File: config.mk
export PLATFORM = sky130hd
export DESIGN_NAME = dusk_lamp_timer
export DESIGN_NICKNAME = d
export VERILOG_FILES = /design/src/rtl/dusk_pkg.sv /design/src/rtl/dusk_mod_counter.sv /design/src/rtl/dusk_sensor_front.sv /design/src/rtl/dusk_interval_chain.sv /design/src/rtl/dusk_lamp_timer.sv
export SDC_FILE = /design/constraint.sdc
export NUM_CORES = 1
export LEC_CHECK = 0
export ABC_AREA = 1
export BUFFER_PORTS_ARGS = -buffer_cell sky130_fd_sc_hd__buf_2
export CORE_MARGIN = 4
export CORE_UTILIZATION = 55
export CTS_CLUSTER_SIZE = 24
export DETAILED_ROUTE_END_ITERATION = 8
export PLACE_DENSITY = 0.73
export SLEW_MARGIN = 20
export SYNTH_ARGS = -nofsm -noshare
export SYNTH_HDL_FRONTEND = slang
export SYNTH_SLANG_ARGS = --single-unit
File: constraint.sdc
create_clock -name clk -period 4 [get_ports clk]
set_clock_uncertainty 0.15 [all_clocks]
set_input_delay 0.4 -clock clk [delete_from_list [all_inputs] [get_ports clk]]
set_output_delay 0.4 -clock clk [all_outputs]
set_load 0.05 [all_outputs]
File: src/rtl/dusk_pkg.sv
package dusk_pkg;

    typedef enum logic [1:0] {
        S_ARMED = 2'd0,
        S_LAMP  = 2'd1,
        S_SPENT = 2'd2
    } lamp_state_t;

endpackage

File: src/rtl/dusk_mod_counter.sv
// Modulo-MOD enable counter with synchronous clear; wrap is a one-cycle
// pulse on the enabled cycle in which the count returns to zero.
module dusk_mod_counter #(
    parameter int MOD = 10
) (
    input  logic clk,
    input  logic clr,
    input  logic en,
    output logic wrap
);
    localparam int W = (MOD > 2) ? $clog2(MOD) : 1;
    localparam logic [W-1:0] LAST = W'(MOD - 1);

    logic [W-1:0] cnt;

    assign wrap = en && !clr && (cnt == LAST);

    always_ff @(posedge clk) begin
        if (clr) begin
            cnt <= '0;
        end else if (en) begin
            cnt <= wrap ? '0 : cnt + 1'b1;
        end
    end
endmodule

File: src/rtl/dusk_sensor_front.sv
// Two-flop synchroniser, free-running sample prescaler and capture register.
module dusk_sensor_front #(
    parameter int PRE_BITS   = 14,
    parameter int DECADE_DIV = 10
) (
    input  logic clk,
    input  logic rst_por,
    input  logic sensor_bright,
    output logic day_seen
);
    localparam int PRE_MOD = 1 << PRE_BITS;

    logic sync_a, sync_b;
    logic pre_wrap, sample_tick;

    always_ff @(posedge clk) begin
        if (rst_por) begin
            sync_a <= 1'b1;
            sync_b <= 1'b1;
        end else begin
            sync_a <= sensor_bright;
            sync_b <= sync_a;
        end
    end

    dusk_mod_counter #(.MOD(PRE_MOD)) u_prescale (
        .clk  (clk),
        .clr  (rst_por),
        .en   (1'b1),
        .wrap (pre_wrap)
    );

    dusk_mod_counter #(.MOD(DECADE_DIV)) u_decade (
        .clk  (clk),
        .clr  (rst_por),
        .en   (pre_wrap),
        .wrap (sample_tick)
    );

    always_ff @(posedge clk) begin
        if (rst_por) begin
            day_seen <= 1'b1;
        end else if (sample_tick) begin
            day_seen <= sync_b;
        end
    end
endmodule

File: src/rtl/dusk_interval_chain.sv
// Free-running one-second divider feeding clearable interval stages and
// a period counter.
module dusk_interval_chain #(
    parameter int CLK_DIV_1HZ      = 2457600,
    parameter int STAGE_A_DIV      = 60,
    parameter int STAGE_B_DIV      = 30,
    parameter int PERIOD_INTERVALS = 10
) (
    input  logic clk,
    input  logic rst_por,
    input  logic hold,
    output logic sec_tick,
    output logic interval_tick,
    output logic period_done
);
    localparam int NUM_STAGES = 2;

    function automatic int stage_div(input int idx);
        return (idx == 0) ? STAGE_A_DIV : STAGE_B_DIV;
    endfunction

    logic [NUM_STAGES:0] stage_en;

    dusk_mod_counter #(.MOD(CLK_DIV_1HZ)) u_sec (
        .clk  (clk),
        .clr  (rst_por),
        .en   (1'b1),
        .wrap (sec_tick)
    );

    assign stage_en[0] = sec_tick;

    for (genvar g = 0; g < NUM_STAGES; g++) begin : g_stage
        dusk_mod_counter #(.MOD(stage_div(g))) u_stage (
            .clk  (clk),
            .clr  (hold),
            .en   (stage_en[g]),
            .wrap (stage_en[g+1])
        );
    end

    assign interval_tick = stage_en[NUM_STAGES];

    dusk_mod_counter #(.MOD(PERIOD_INTERVALS)) u_period (
        .clk  (clk),
        .clr  (hold),
        .en   (interval_tick),
        .wrap (period_done)
    );
endmodule

File: src/rtl/dusk_lamp_timer.sv
module dusk_lamp_timer
    import dusk_pkg::*;
#(
    parameter int PRE_BITS         = 14,
    parameter int DECADE_DIV       = 10,
    parameter int CLK_DIV_1HZ      = 2457600,
    parameter int STAGE_A_DIV      = 60,
    parameter int STAGE_B_DIV      = 30,
    parameter int PERIOD_INTERVALS = 10
) (
    input  logic clk,
    input  logic rst_por,
    input  logic sensor_bright,
    output logic relay_on,
    output logic tick_1hz,
    output logic tick_30min
);
    lamp_state_t state, state_nx;
    logic day_seen;
    logic hold_intervals;
    logic period_done;

    dusk_sensor_front #(
        .PRE_BITS   (PRE_BITS),
        .DECADE_DIV (DECADE_DIV)
    ) u_front (
        .clk           (clk),
        .rst_por       (rst_por),
        .sensor_bright (sensor_bright),
        .day_seen      (day_seen)
    );

    // Master clear for the interval stages only.
    assign hold_intervals = rst_por || day_seen || (state != S_LAMP);

    dusk_interval_chain #(
        .CLK_DIV_1HZ      (CLK_DIV_1HZ),
        .STAGE_A_DIV      (STAGE_A_DIV),
        .STAGE_B_DIV      (STAGE_B_DIV),
        .PERIOD_INTERVALS (PERIOD_INTERVALS)
    ) u_chain (
        .clk           (clk),
        .rst_por       (rst_por),
        .hold          (hold_intervals),
        .sec_tick      (tick_1hz),
        .interval_tick (tick_30min),
        .period_done   (period_done)
    );

    always_ff @(posedge clk) begin
        if (rst_por) begin
            state <= S_ARMED;
        end else begin
            state <= state_nx;
        end
    end

    always_comb begin
        state_nx = state;
        if (day_seen) begin
            state_nx = S_ARMED;
        end else begin
            unique case (state)
                S_ARMED: state_nx = S_LAMP;
                S_LAMP:  state_nx = period_done ? S_SPENT : S_LAMP;
                S_SPENT: state_nx = S_SPENT;
                default: state_nx = S_ARMED;
            endcase
        end
    end

    always_comb begin
        relay_on = (state == S_LAMP);
    end
endmodule

==> reports/metrics.yaml <==
synth.ff_latch_count: 60
max_root_sink_buffers: 2
crit_start: "u_chain.u_sec.cnt[0]$_SDFF_PP0_"
powerDensity_mw_per_mm2: 399
first_global_vias: 2319
tightestPinTransition_ps: 488
synth_top_cell_area_share_pct: 40.2
postSynthAreaPerCell_um2: 7.26
die_height_um: 81.7
synth_enable_flop_cells: 0
nNetsFinal: 435
hold_bufs_inserted_after_cts: 0
num_rows: 26
drt-vias-per-instance: 4.95
holdCritStartpoint: "sensor_bright"
hpwl_um: 3790
worstSkewPairLatency_ps: 340
antenna_found_initial: 0
cp.arrival_ps: 2150
cap_violations: 0
finalMaxSlewViolations: 0
areaGrowthSynthToFinish_pct: 11.0
grt.total_usage_pct: 18.5
route.detailed.drc: 0
netlist_area_mm2: 0.00299
yosysUniqueCellTypes: 37
global_placer_s_final_weighted_congestion: 0.846
p_leak_nw: 1.37
cts-root-buf: "clkbuf_8"
postCtsSetupBuffers: 0
first_iter_violations: 216
power_switching_share_pct: 19.9
synthTopCellsByArea: "dfxtp_1 (40%), nand2_1 (12%), nor2_1 (7.9%), inv_1 (6.9%), nand3_1 (5.0%)"
seq_area_frac_synth_pct: 40.2
die-area_mm2: 0.00668
yosysTopAreaCell: "dfxtp_1"
ys_top_cells_by_count: "nand2_1 (93), nor2_1 (63), dfxtp_1 (60), inv_1 (55), nand3_1 (30)"
core_box_area_mm2: 0.00517
post_cts_resized: 0
fp.dieW_um: 81.7
cp_top_family: "simple AND/OR/NAND/NOR gates"
final_setup_violation_count: 0
grt_start_max_net_pins: 17
ctsHtreeMaxLevel: 3
port_buffers: 5
clkPwrFrac_pct: 52.5
leading_cell_type_by_number_of_instances_after_synthesis: "nand2_1"
internal_power_consumption_mw: 1.06
drt_first_pass_iters: 5
drtAntennaViolNets: 0
timing.critical_path.buf_inv: 3
worstSetupEndpointType: "output pin"
clkTransAtPathRegs_ps: 70
register_share_of_total_power_pct: 45.8
antennaDiodeCount: 0
fin_worst_hold_slack_ps: 103
avgRoutedWirePerCell_um: 10.8
synthCells: 412
final.min_clock_period_ps: 2700
ys.warnings.count: 0
worst_path_largest_cell_delay_ps: 350
cpMaxStageDelayCell: "dfxtp_1"
path_class: "flop to output pin"
tritoncts: "yes"
tns_ps: 0
max-vdd-ir-drop_uv: 328
worstPathRequired_ps: 3450
rsz0062_at_grt: "false"
min_period_over_period_pct: 67.4
drive_above_1_share_pct: 9.35
tritoncts.num_buffers: 9
grt_first_pass_wirelength_um: 9580
critPathLaunchType: "flop"
worstHoldPathType: "primary input to flop"
timing.slew.headroom_pct: 67.4
worstReg2RegStart: "u_chain.u_sec.cnt[0]$_SDFF_PP0_"
synthArstFlopShare_pct: 0
gr-total-overflow: 0
synth_fp_nets: 424
outcome: "finished, final reports clean"
dr_total_vias: 2467
dominantRegCellSynth: "dfxtp_1"
totalWireLength_um: 5360
num-fill-cells: 456
power.net_switching_mw: 0.263
hold_viol_final: 0
timing.critical_path.cells: "ha_1 -> nand2_1 -> nor2_2 -> nand2_2 -> inv_1 -> nand3_1 -> nor2_4 -> nand3_1 -> inv_1 -> buf_2"
floorplan.initialDensity_pct: 57.8
fmax_mhz: 371
critical_path_peak_fanout: 7
numClockSinks: 60
boundaryPins: 6
power.share.combinational_pct: 1.7
-- per-layer routing --
layer | wire (um) | vias to the layer above | global-route usage (%) | part of all wire (%)
met5 | 0 | - | 0 | 0
met4 | 62 | 0 | 5.48 | 1.2
met3 | 196 | 6 | 7.24 | 3.7
met2 | 2520 | 23 | 31.5 | 47
met1 | 2580 | 1112 | 21.4 | 48
li1 | - | 1326 | - | -
-- state kept, by name, indices dropped and copies added (netlist names) --
name and cells:
u_chain.u_period.cnt 4, u_chain.g_stage.u_stage.cnt 11, state 2, u_chain.u_sec.cnt 22, u_front.sync_a 1, u_front.sync_b 1, u_front.day_seen 1, u_front.u_decade.cnt 4
u_front.u_prescale.cnt 14
-- layout by cell type (no fill, tap or decap), drive strengths merged, types with 6 or more instances in the layout --
master / instances
o21ai: 7
a21oi: 18
ha: 9
nand4: 9
nand2: 96
nor2: 67
xor2: 12
dfxtp: 60
or2: 6
nor3: 13
inv: 57
xnor2: 7
nand3: 31
clkbuf: 11
-- cells by family (layout without fill, tap and decap cells) --
family                     Yosys count  after routing  share of synthesized area (%)
DFF                                 60             60                           40.2
AOI/OAI and AO/OA                   30             30                           5.40
xor gates and xnor gates            19             19                           5.56
adders and majority gates            9              9                           3.77
muxes                                1              1                          0.335
buffers and inverters               63             79                           9.00
and+or+nand+nor                    230            230                           35.8
-- area by class of cell --
class / instances / area [um2] / share of cell area [%]
clock buffers: 11 / 151 / 4.56
clock inverters: 5 / 108 / 3.24
inverters: 58 / 225 / 6.79
multi-input cells: 289 / 1520 / 45.8
flip-flops and latches: 60 / 1200 / 36.2
well taps: 70 / 87.6 / 2.64
repair buffers: 5 / 25.0 / 0.754
-- path summary, 6_finish.rpt --
| path | to | slack [ps] | depth (start not counted) |
|---|---|---|---|
| setup / recovery | tick_30min | 1300 | 10 |
| hold / removal | u_front.sync_a$_SDFF_PP1_ | 100 | 2 |
| setup reg to reg | u_chain.u_sec.cnt[18]$_SDFF_PP0_ | 1710 | 10 |
| hold reg to reg | u_front.sync_b$_SDFF_PP1_ | 270 | 1 |
-- power by group through the flow --
stage	Clock, mW	Sequential, mW	Combinational [mW]
2_1_floorplan	0	0.620	0.0196
6_report	0.695	0.607	0.0220
5_1_grt	0.741	0.607	0.0260
4_1_cts	0.713	0.607	0.0224
3_3_place_gp	0	0.620	0.0218
3_5_place_dp	0	0.621	0.0222
-- stage by stage --
stage          total power, mW  setup slack [ps]  area (um2)  util (%)  instances
6_report                  1.32              1300        3320      64.2        498
5_1_grt                   1.37              1040        3320      64.2        498
4_1_cts                   1.34              1270        3320      64.2        498
3_5_place_dp             0.643              1660        3060      59.1        482
3_3_place_gp             0.642              1720        3060      59.1        482
2_1_floorplan            0.639              1550        2990         -        412
No activity file was read; power rests on OpenSTA's default activity.
